$ cat config.mk
export PLATFORM = sky130hd
export DESIGN_NAME = dvfs_perf_ctrl
export DESIGN_NICKNAME = d
export VERILOG_FILES = /design/src/rtl/dvfs_pkg.sv /design/src/rtl/dvfs_regs.sv /design/src/rtl/dvfs_seq.sv /design/src/rtl/dvfs_perf_ctrl.sv
export SDC_FILE = /design/constraint.sdc
export NUM_CORES = 1
export LEC_CHECK = 0
export BUFFER_PORTS_ARGS = -buffer_cell sky130_fd_sc_hd__buf_2
export CAP_MARGIN = 20
export CORE_MARGIN = 10
export CORE_UTILIZATION = 45
export CTS_CLUSTER_SIZE = 28
export DETAILED_ROUTE_END_ITERATION = 8
export PLACE_DENSITY = 0.65
export SKIP_CTS_REPAIR_TIMING = 1
export SLEW_MARGIN = 10
export SYNTH_ARGS = -nofsm -noshare
export SYNTH_HDL_FRONTEND = slang
export SYNTH_SLANG_ARGS = --single-unit
$ cat constraint.sdc
create_clock -name pclk -period 4.2 [get_ports pclk]
set_input_delay 0.21 -clock pclk [delete_from_list [all_inputs] [get_ports pclk]]
set_output_delay 0.21 -clock pclk [all_outputs]
set_load 0.02 [all_outputs]
$ cat src/rtl/dvfs_pkg.sv
package dvfs_pkg;
  parameter int unsigned NLVL_DEF = 8;
  parameter int unsigned VC_W_DEF = 8;
  parameter int unsigned CK_W_DEF = 3;

  typedef enum logic [1:0] {
    SQ_IDLE    = 2'd0,
    SQ_UP_WAIT = 2'd1,
    SQ_DN_VOLT = 2'd2,
    SQ_DN_WAIT = 2'd3
  } seq_st_e;

  // control register word offsets (byte address >> 2) inside region 0
  localparam int unsigned OFS_REQ  = 0;
  localparam int unsigned OFS_CEIL = 1;
  localparam int unsigned OFS_STAT = 2;

  // reset voltage code of table entry idx
  function automatic int unsigned dflt_vcode(input int unsigned idx);
    return 64 + 16 * idx;
  endfunction

  // reset clock-step code of table entry idx
  function automatic int unsigned dflt_clk(input int unsigned idx);
    return idx;
  endfunction
endpackage

$ cat src/rtl/dvfs_regs.sv
module dvfs_regs
  import dvfs_pkg::*;
#(
  parameter int unsigned NLVL = NLVL_DEF,
  parameter int unsigned VW   = VC_W_DEF,
  parameter int unsigned CW   = CK_W_DEF,
  parameter int unsigned AW   = 8,
  localparam int unsigned LW  = $clog2(NLVL)
) (
  input  logic             clk,
  input  logic             rst_n,
  input  logic             psel,
  input  logic             penable,
  input  logic             pwrite,
  input  logic [AW-1:0]    paddr,
  input  logic [31:0]      pwdata,
  output logic [31:0]      prdata,
  input  logic [LW-1:0]    cur_lvl,
  input  logic             busy,
  input  logic             vrdy,
  output logic [NLVL*VW-1:0] tbl_v,
  output logic [NLVL*CW-1:0] tbl_c,
  output logic [LW-1:0]    tgt_lvl
);
  logic [LW-1:0] req_q, ceil_q;
  logic          wr_acc, in_ctrl, in_tbl;
  logic [LW-1:0] tbl_idx;
  logic [AW-3:0] word_ofs;

  assign wr_acc   = psel & penable & pwrite;
  assign in_ctrl  = (paddr[AW-1:AW-2] == 2'b00);
  assign in_tbl   = (paddr[AW-1:AW-2] == 2'b01);
  assign tbl_idx  = paddr[2 +: LW];
  assign word_ofs = paddr[AW-1:2];

  // clamp request to ceiling
  assign tgt_lvl = (req_q > ceil_q) ? ceil_q : req_q;

  always_ff @(posedge clk or negedge rst_n) begin
    if (!rst_n) begin
      req_q  <= LW'(NLVL - 1);
      ceil_q <= LW'(NLVL - 1);
    end else if (wr_acc && in_ctrl) begin
      if (word_ofs == (AW-2)'(OFS_REQ))  req_q  <= pwdata[LW-1:0];
      if (word_ofs == (AW-2)'(OFS_CEIL)) ceil_q <= pwdata[LW-1:0];
    end
  end

  for (genvar gi = 0; gi < NLVL; gi++) begin : g_ent
    always_ff @(posedge clk or negedge rst_n) begin
      if (!rst_n) begin
        tbl_v[gi*VW +: VW] <= VW'(dflt_vcode(gi));
        tbl_c[gi*CW +: CW] <= CW'(dflt_clk(gi));
      end else if (wr_acc && in_tbl && tbl_idx == LW'(gi)) begin
        tbl_v[gi*VW +: VW] <= pwdata[VW-1:0];
        tbl_c[gi*CW +: CW] <= pwdata[8 +: CW];
      end
    end
  end

  always_comb begin
    prdata = '0;
    if (in_ctrl) begin
      if (word_ofs == (AW-2)'(OFS_REQ))  prdata[LW-1:0] = req_q;
      if (word_ofs == (AW-2)'(OFS_CEIL)) prdata[LW-1:0] = ceil_q;
      if (word_ofs == (AW-2)'(OFS_STAT)) begin
        prdata[LW-1:0]   = cur_lvl;
        prdata[8 +: LW]  = tgt_lvl;
        prdata[16]       = busy;
        prdata[17]       = vrdy;
      end
    end else if (in_tbl) begin
      prdata[VW-1:0] = tbl_v[tbl_idx*VW +: VW];
      prdata[8 +: CW] = tbl_c[tbl_idx*CW +: CW];
    end
  end
endmodule

$ cat src/rtl/dvfs_seq.sv
module dvfs_seq
  import dvfs_pkg::*;
#(
  parameter int unsigned NLVL = NLVL_DEF,
  parameter int unsigned VW   = VC_W_DEF,
  parameter int unsigned CW   = CK_W_DEF,
  localparam int unsigned LW  = $clog2(NLVL)
) (
  input  logic               clk,
  input  logic               rst_n,
  input  logic [LW-1:0]      tgt_lvl,
  input  logic [NLVL*VW-1:0] tbl_v,
  input  logic [NLVL*CW-1:0] tbl_c,
  input  logic               vrdy,
  output logic [VW-1:0]      vcode,
  output logic [CW-1:0]      clkstep,
  output logic [LW-1:0]      cur_lvl,
  output logic               busy
);
  seq_st_e       st;
  logic [LW-1:0] sv_lvl;
  logic          vrdy_q;

  // named internal events
  logic vrdy_rise, up_start, dn_start, move_done;
  assign vrdy_rise = vrdy & ~vrdy_q;
  assign up_start  = (st == SQ_IDLE) && (tgt_lvl > cur_lvl);
  assign dn_start  = (st == SQ_IDLE) && (tgt_lvl < cur_lvl);
  assign move_done = (st == SQ_UP_WAIT || st == SQ_DN_WAIT) && vrdy_rise;
  assign busy      = (st != SQ_IDLE);

  always_ff @(posedge clk or negedge rst_n) begin
    if (!rst_n) begin
      st      <= SQ_IDLE;
      sv_lvl  <= LW'(NLVL - 1);
      cur_lvl <= LW'(NLVL - 1);
      vcode   <= VW'(dflt_vcode(NLVL - 1));
      clkstep <= CW'(dflt_clk(NLVL - 1));
      vrdy_q  <= 1'b1;
    end else begin
      vrdy_q <= vrdy;
      case (st)
        SQ_IDLE: begin
          sv_lvl <= tgt_lvl;
          if (up_start) begin
            vcode <= tbl_v[tgt_lvl*VW +: VW];   // voltage first
            st    <= SQ_UP_WAIT;
          end else if (dn_start) begin
            clkstep <= tbl_c[tgt_lvl*CW +: CW]; // clock first
            st      <= SQ_DN_VOLT;
          end
        end
        SQ_UP_WAIT: if (vrdy_rise) begin
          clkstep <= tbl_c[sv_lvl*CW +: CW];
          cur_lvl <= sv_lvl;
          st      <= SQ_IDLE;
        end
        SQ_DN_VOLT: begin
          vcode <= tbl_v[sv_lvl*VW +: VW];
          st    <= SQ_DN_WAIT;
        end
        SQ_DN_WAIT: if (vrdy_rise) begin
          cur_lvl <= sv_lvl;
          st      <= SQ_IDLE;
        end
        default: st <= SQ_IDLE;
      endcase
    end
  end


  up_clk_hold_chk: assert property (@(posedge clk) disable iff (!rst_n)
    (st == SQ_UP_WAIT && !vrdy_rise) |=> $stable(clkstep));

  dn_volt_after_clk_chk: assert property (@(posedge clk) disable iff (!rst_n)
    dn_start |=> (st == SQ_DN_VOLT && $stable(vcode)));

  cur_hold_chk: assert property (@(posedge clk) disable iff (!rst_n)
    (busy && !move_done) |=> ($stable(cur_lvl) && $stable(sv_lvl)));

  idle_start_chk: assert property (@(posedge clk) disable iff (!rst_n)
    (!busy && tgt_lvl != cur_lvl) |=> busy);

  idle_quiet_chk: assert property (@(posedge clk) disable iff (!rst_n)
    (!busy && tgt_lvl == cur_lvl) |=> ($stable(vcode) && $stable(clkstep)));
endmodule

$ cat src/rtl/dvfs_perf_ctrl.sv
module dvfs_perf_ctrl
  import dvfs_pkg::*;
#(
  parameter int unsigned NLVL = NLVL_DEF,
  parameter int unsigned VW   = VC_W_DEF,
  parameter int unsigned CW   = CK_W_DEF,
  parameter int unsigned AW   = 8,
  localparam int unsigned LW  = $clog2(NLVL)
) (
  input  logic          pclk,
  input  logic          presetn,
  input  logic          psel,
  input  logic          penable,
  input  logic          pwrite,
  input  logic [AW-1:0] paddr,
  input  logic [31:0]   pwdata,
  output logic [31:0]   prdata,
  output logic          pready,
  input  logic          vrdy_i,
  output logic [VW-1:0] vcode_o,
  output logic [CW-1:0] clkstep_o,
  output logic [LW-1:0] perf_lvl_o
);
  logic [NLVL*VW-1:0] tbl_v;
  logic [NLVL*CW-1:0] tbl_c;
  logic [LW-1:0]      tgt_lvl, cur_lvl;
  logic               busy;

  assign pready     = 1'b1;
  assign perf_lvl_o = cur_lvl;

  dvfs_regs #(.NLVL(NLVL), .VW(VW), .CW(CW), .AW(AW)) u_regs (
    .clk(pclk), .rst_n(presetn), .psel(psel), .penable(penable),
    .pwrite(pwrite), .paddr(paddr), .pwdata(pwdata), .prdata(prdata),
    .cur_lvl(cur_lvl), .busy(busy), .vrdy(vrdy_i),
    .tbl_v(tbl_v), .tbl_c(tbl_c), .tgt_lvl(tgt_lvl)
  );

  dvfs_seq #(.NLVL(NLVL), .VW(VW), .CW(CW)) u_seq (
    .clk(pclk), .rst_n(presetn), .tgt_lvl(tgt_lvl), .tbl_v(tbl_v),
    .tbl_c(tbl_c), .vrdy(vrdy_i), .vcode(vcode_o), .clkstep(clkstep_o),
    .cur_lvl(cur_lvl), .busy(busy)
  );
endmodule

==> results.md, run 1 <==
* Register area share after synthesis at between 40% and 50%
* Num CTS Buffers at 17
* Port bufs at 49
* Root Buffer: clkbuf_16
* Worst EP required at 4.49 ns
* Worst Hold Launch: pwdata[1]
* Post-route DRC violation count at 0
* Synth cell count leaders: 91 x mux2_2, 67 x dfrtp_1, 49 x nand2_1
* EDFF count, synth at 0
* HP Class: input pin to register
* Reg2reg start: u_regs.ceil_q[2]
* Antenna viol nets, final at 0
* Least-Margin Pin Slew at 1.01 ns
* CP arrival at ~3.9 ns
* Total Nets Final at 673
* Max-slew violation count at 0
* Warnings, synthesis at 0
* Largest family of logic cells by synthesized area: multiplexers
* Syn avg cell area at between 10 and 15 um2
* Final period util at a little over four fifths
* Post-synthesis xor/xnor area fraction at 0%
* Post-DP HPWL at around 12000 um
* Area growth, synth to finish at 14.0%
* Synth Cell Area at approximately 6700 um2
* GRT Overall Usage at 18.3%
* CTS tree: yes
* Final instance area at ~7600 um2
* Multiplexer area fraction after synthesis at roughly 25%
* Maximum number of pins on one net before global-route repair at approximately 50
* Post-synthesis compound-gate area fraction at a little over an eighth
* Crit path capture type: register
* Final Hold Viols at 0
* Max FO, Critical Path at 17
* WS Path Type: register to register
* Final TNS setup at 0 ns
* Die Height at approximately 140 um
* Vias post-DR at between 5000 and 6000
* Final setup viols at 0
* Largest area contributor in the synthesized netlist: dfrtp_1
* Total clock sinks at roughly 110
* Die area at approximately 20000 um2
* Final antenna diode count at 0
* Number of DRC markers in iteration 0 at 549
* Run status: finished clean
* # Max-Cap Violations at 0
* Clk_skew at about 0.01 ns
* Fillers at between 1000 and 1500
* Min cycle time layout at between 3 and 4 ns
* Cells after Synth at 581
* P_leak at about 3.4 nW
* DR WL/cell at between 20 and 25 um
* Post-synthesis simple-gate area fraction at around 10%
* Clock transition at path regs at around 0.060 ns
* H-tree levels at 4
* Routability Congestion at between 0.8 and 0.9
* Synth top area share at between 20 and 30%
* Most frequent cell after synthesis: mux2_2
* Core area at between 10000 and 15000 um2
* Buffer depth of the longest clock path at 2
* RSZ-0062 raised after global routing: no
* Placed Area at about 7000 um2
* DRT Pass-1 Iters at 5
* Finished Core Util at between 50% and 60%
* Fmax at ~280 MHz
* Post-Synth Adder-Cell Area at ~1.1%
* Vias in the first global route at around 5100
* Post-DR vias/cell at a little over 6
* Seq cells post-synth at 114
* Detailed-route wire length at ~18000 um
* Initial Util at a little under half
* Worst skew pair latency at 0.42 ns
* Max-slew headroom at a little under a third
* Initial antenna violation count at 0
* Critical Path Start Type: register
* Horiz. Die Dim at 142 um
* Fraction of registers with async set or reset after synthesis at 100%
* Netlist cell types at 54
* Most area-consuming cells after synthesis: dfrtp_1 25%, dfstp_2 18%, mux2_2 15%
* P per Cell Area at about 560 nW/um2
* Num rows at 44
* Peak supply drop at approximately 300 uV
* Ys flop type: dfrtp_1
* Ports at just over 90
* Gr ovfl total at 0
* CP Launch Point: u_regs.ceil_q[2]
* Layout cells sized above 1 at 41.8%
* First-pass GRT wire length at roughly 29000 um
## flip-flops by register name, summed over array words and instances (netlist names)
| signal | flops |
|---|---|
| u_seq.vrdy_q | 1 |
| u_regs.tbl_v | 64 |
| u_regs.ceil_q | 3 |
| u_seq.st | 2 |
| u_seq.vcode | 8 |
| u_seq.cur_lvl | 3 |
| u_seq.clkstep | 3 |
| u_seq.sv_lvl | 3 |
| u_regs.req_q | 3 |
| u_regs.tbl_c | 24 |
## cell families after synthesis
family / after synthesis
DFF: 114
adders and majority gates: 6
muxes: 129
AOI/OAI and AO/OA: 116
other: 2
and+or+nand+nor: 133
buffers and inverters: 81
## layout by cell type, fill, tap and decap left out, types with 3 or more instances in the layout
cell / n
o21a_1: 3
clkbuf_8: 3
o41ai_2: 3
mux2_2: 91
a21oi_1: 14
mux2_1: 4
o211ai_1: 3
nand2_1: 49
bufinv_16: 3
nand3_1: 8
o22ai_1: 7
o32ai_1: 22
mux4_2: 22
o21ai_1: 4
nand2b_1: 6
a211oi_1: 22
clkbuf_16: 17
buf_2: 48
ha_1: 6
conb_1: 20
a21boi_1: 7
a21o_1: 4
inv_1: 25
buf_4: 9
o41ai_1: 8
dfstp_2: 47
nor2b_1: 4
clkinvlp_4: 5
dfrtp_1: 67
a21boi_0: 3
nor2_1: 17
and3_1: 24
o21ai_0: 6
mux2i_1: 12
nor3b_1: 9
## power by group
group	switching, mW	total [mW]	internal (mW)
Clock	0.513	1.49	0.982
Combinational	0.875	1.35	0.476
Sequential	0.142	1.46	1.31
## path summary, 6_finish.rpt
check / to / slack [ns] / cells after the start
hold reg to reg: u_seq.clkstep[0] / 0.48 / 2
min in group asynchronous: u_seq.st[0] / 0.38 / 2
hold / removal: u_regs.ceil_q[1] / 0.12 / 3
setup reg to reg: u_seq.vcode[1] / 0.65 / 13
max in group asynchronous: u_regs.tbl_v[63] / 2.86 / 3
setup / recovery: u_seq.vcode[1] / 0.65 / 13
## per-stage QoR
step	std cells	worst slack (ns)	hold slack, ns	total power [mW]
global placement	784	0.771	0.280	2.76
floorplan	599	0.798	-0.0856	2.41
finish	818	0.646	0.122	4.30
CTS	816	0.633	-0.152	4.31
global route	818	0.302	0.130	4.50
detailed placement	784	0.658	0.289	2.80
## critical path, cell delays in order, from the launching register on
cell      delay (ns)
dfstp_2         0.55
inv_1           0.06
ha_1            0.37
a21o_1          0.27
o211ai_1        0.26
a21boi_0        0.41
inv_1           0.09
ha_1            0.31
nor2b_1         0.13
o21ai_0         0.11
a32oi_1         0.17
o21ai_1         0.08
buf_4           0.22
o41ai_1         0.42
## area by class of cell
type / count / area, um2 / share of cell area [%]
clock buffers: 21 / 470 / 6.17
clock inverters: 11 / 154 / 2.02
inverters: 25 / 93.8 / 1.23
multi-input cells: 404 / 3430 / 45.1
flip-flops and latches: 114 / 2910 / 38.2
well taps: 184 / 230 / 3.02
repair buffers: 59 / 328 / 4.30
## routing by layer
layer	global-route usage [%]	vias up	share of wire [%]
li1	-	2216	-
met1	23.9	2544	43
met2	28.6	235	47
met3	5.41	39	8.7
met4	5.70	0	1.9
met5	0	-	0
No activity file was read; power rests on OpenSTA's default activity.
==> inputs of run 2 (changes only) <==
==> constraint.sdc (replaced) <==
create_clock -name pclk -period 3.4 [get_ports pclk]
set_input_delay 0.17 -clock pclk [delete_from_list [all_inputs] [get_ports pclk]]
set_output_delay 0.17 -clock pclk [all_outputs]
set_load 0.02 [all_outputs]
==> run 2 against run 1 <==
Against the previous run: sequential share of layout area down 0.54 points; critical endpoint is now u_seq.vcode[4]; highest routed layer unchanged; cell area up 1.4%; fmax up 11%; sequential power up 23%; register-to-register slack worse by 0.45 ns; global-route usage down 0.088 points; largest cell class unchanged.
==> results.md, run 2 (same netlist as run 1, synthesis figures left out) <==
* Run status: finished clean (unchanged)
* Worst Hold Launch: pwdata[2] (was pwdata[1])
* CP max stage delay at 0.54 ns (was 0.55 ns)
* Initial Util at 46.0% (unchanged)
* P_leak at 3.49 nW (was 3.40 nW)
* Vias in the first global route at 5343 (was 5113)
* Critical Path Start Type: register (unchanged)
* Placed Area at 7080 um2 (was 6980 um2)
* Total Nets Final at 684 (was 673)
* Post-DP HPWL at 12100 um (was 12200 um)
* Final setup viols at 0 (unchanged)
* Horiz. Die Dim at 142 um (unchanged)
* Pre-CTS setup slack at 0.106 ns (was 0.658 ns)
* CP arrival at 3.51 ns (was 3.85 ns)
* DR WL/cell at 22.0 um (was 22.5 um)
* Reg2reg start: u_regs.ceil_q[2] (unchanged)
* Clock transition at path regs at 0.05 ns (was 0.06 ns)
* Max FFs per register at 64 (unchanged)
* P per Cell Area at 698 nW/um2 (was 564 nW/um2)
* WS Path Type: register to register (unchanged)
* Buffer depth of the longest clock path at 2 (unchanged)
* Most frequent cells in the layout: 91 x mux2_2, 67 x dfrtp_1, 49 x nand2_1 (unchanged)
* Routability Congestion at 0.909 (was 0.884)
* Crit path capture type: register (unchanged)
* Final instance area at 7730 um2 (was 7620 um2)
* RR Endpoint: u_seq.vcode[4] (was u_seq.vcode[1])
* GRT Overall Usage at 18.2% (was 18.3%)
* Post-route DRC violation count at 0 (unchanged)
* Die area at 20100 um2 (unchanged)
* Die Height at 142 um (unchanged)
* CP cell instances: inv_1 > ha_1 > a21o_1 > o211ai_1 > a21boi_1 > inv_1 > ha_1 > nor2b_1 > o21ai_1 > a32oi_1 > o21ai_2 > buf_12 > o41ai_1 (was inv_1 > ha_1 > a21o_1 > o211ai_1 > a21boi_0 > inv_1 > ha_1 > nor2b_1 > o21ai_0 > a32oi_1 > o21ai_1 > buf_4 > o41ai_1)
* Met3 WL at 1400 um (was 1610 um)
* Slowest stage cell, crit path: dfstp_2 (unchanged)
* Maximum number of pins on one net before global-route repair at 61 (was 51)
* Root Buffer: clkbuf_16 (unchanged)
* Worst R2R Setup Slack at 0.19 ns (was 0.65 ns)
* First-pass GRT wire length at 28800 um (about the same)
* Number of DRC markers in iteration 0 at 380 (was 549)
* Final antenna diode count at 0 (unchanged)
* RSZ-0062 raised after global routing: no (unchanged)
* Met1 Wirelength at 7680 um (was 7830 um)
* Clk_skew at 0.0102 ns (was 0.00983 ns)
* Final TNS setup at 0 ns (unchanged)
* Post-route insts no fill at 829 (was 818)
* Area growth, synth to finish at 15.7% (was 14.0%)
* Max FO, Critical Path at 17 (unchanged)
* Worst skew pair latency at 0.42 ns (about the same)
* Num CTS Buffers at 17 (unchanged)
* Vias post-DR at 5077 (was 5034)
* Depth of the most critical reg-to-reg path at 13 (unchanged)
* Ports at 93 (unchanged)
* Gr ovfl total at 0 (unchanged)
* Fmax at 312 MHz (was 281 MHz)
* DRT Pass-1 Iters at 5 (unchanged)
* Peak supply drop at 357 uV (was 304 uV)
* Worst EP required at 3.71 ns (was 4.49 ns)
* Total clock sinks at 114 (unchanged)
* Max-slew violation count at 0 (unchanged)
* Num rows at 44 (unchanged)
* Least-Margin Pin Slew at 0.880 ns (was 1.01 ns)
* Finished Core Util at 53.2% (was 52.4%)
* Dpl cells at 795 (was 784)
* Commonest non-fill, non-tap cell in the layout: mux2_2 (unchanged)
* Final period util at 94.3% (was 84.6%)
* Detailed-route wire length at 18200 um (was 18400 um)
* CTS tree: yes (unchanged)
* Initial antenna violation count at 0 (unchanged)
* Fillers at 1246 (was 1257)
* Final Hold Viols at 0 (unchanged)
* Post-DR vias/cell at 6.12 (was 6.15)
* Final setup margin at 0.194 ns (was 0.646 ns)
* # Max-Cap Violations at 0 (unchanged)
* Max-slew headroom at 41.0% (was 30.7%)
* H-tree levels at 4 (unchanged)
* HP Class: input pin to register (unchanged)
* Layout cells sized above 1 at 42.5% (was 41.8%)
* Hold Crit Depth at 3 (unchanged)
* Largest regs: u_regs.tbl_v (64), u_regs.tbl_c (24), u_seq.vcode (8) (unchanged)
* Port bufs at 49 (unchanged)
* Core area at 14500 um2 (unchanged)
* DR top layer: met4 (unchanged)
* Antenna viol nets, final at 0 (unchanged)
* Hold EP: u_regs.ceil_q[2] (was u_regs.ceil_q[1])
* Routed wl met2 at 8760 um (was 8620 um)
* Largest register by flop count: u_regs.tbl_v (unchanged)
* Min cycle time layout at 3.21 ns (was 3.55 ns)
[run 2: cell types whose count changed in the layout (fill, tap and decap cells not counted), moves of 2 or more]
| cell | before | now |
|---|---|---|
| buf_12 | 0 | 2 |
| buf_4 | 9 | 18 |
| clkbuf_1 | 1 | 3 |
| clkinv_2 | 0 | 4 |
| clkinv_4 | 2 | 0 |
| clkinvlp_4 | 5 | 1 |
| nor2_1 | 17 | 19 |
| nor2_2 | 2 | 0 |
[run 2: stage by stage]
step / hold slack, ns / power, mW
floorplan: -0.126 / 2.98
global placement: 0.278 / 3.44
CTS: -0.155 / 5.40
detailed placement: 0.280 / 3.50
finish: 0.0734 / 5.40
global route: 0.0783 / 5.65
[run 2: worst max path at each step]
stage	from	end	cells past startpoint
global route	u_regs.ceil_q[2]	u_seq.clkstep[0]	12
detailed placement	u_regs.ceil_q[2]	u_seq.vcode[1]	13
global placement	u_regs.ceil_q[2]	u_seq.clkstep[0]	12
floorplan	u_regs.req_q[0]	u_seq.vcode[6]	15
finish	u_regs.ceil_q[2]	u_seq.vcode[4]	13
CTS	u_regs.ceil_q[2]	u_seq.vcode[1]	13
[run 2: routing by layer]
layer | up-vias | global-route usage, %
met5 | - | 0
met4 | 0 | 6.62
met3 | 31 | 4.97
met2 | 184 | 29.7
met1 | 2618 | 22.6
li1 | 2244 | -
[run 2: report_power, final]
| group | switching (mW) | internal (mW) | leakage (nW) |
|---|---|---|---|
| sequential | 0.176 | 1.62 | 1.39 |
| clock | 0.615 | 1.26 | 0.304 |
| combinational | 1.09 | 0.631 | 1.79 |
[run 2: cell type report]
class	count	area, um2	share of cell area [%]
Multi-Input combinational cell	404	3440	44.5
Sequential cell	114	2910	37.7
Clock buffer	22	464	6.00
Timing Repair Buffer	70	435	5.63
Tap cell	184	230	2.98
Clock inverter	10	156	2.02
Inverter	25	93.8	1.21
[run 2: critical path: cells and delay by family (launching register included)]
kind,cells,cell delay (ns)
compound gates,7,1.47
fa+ha+maj,2,0.66
buf+inv,3,0.29
flops,1,0.54
simple gates,1,0.14
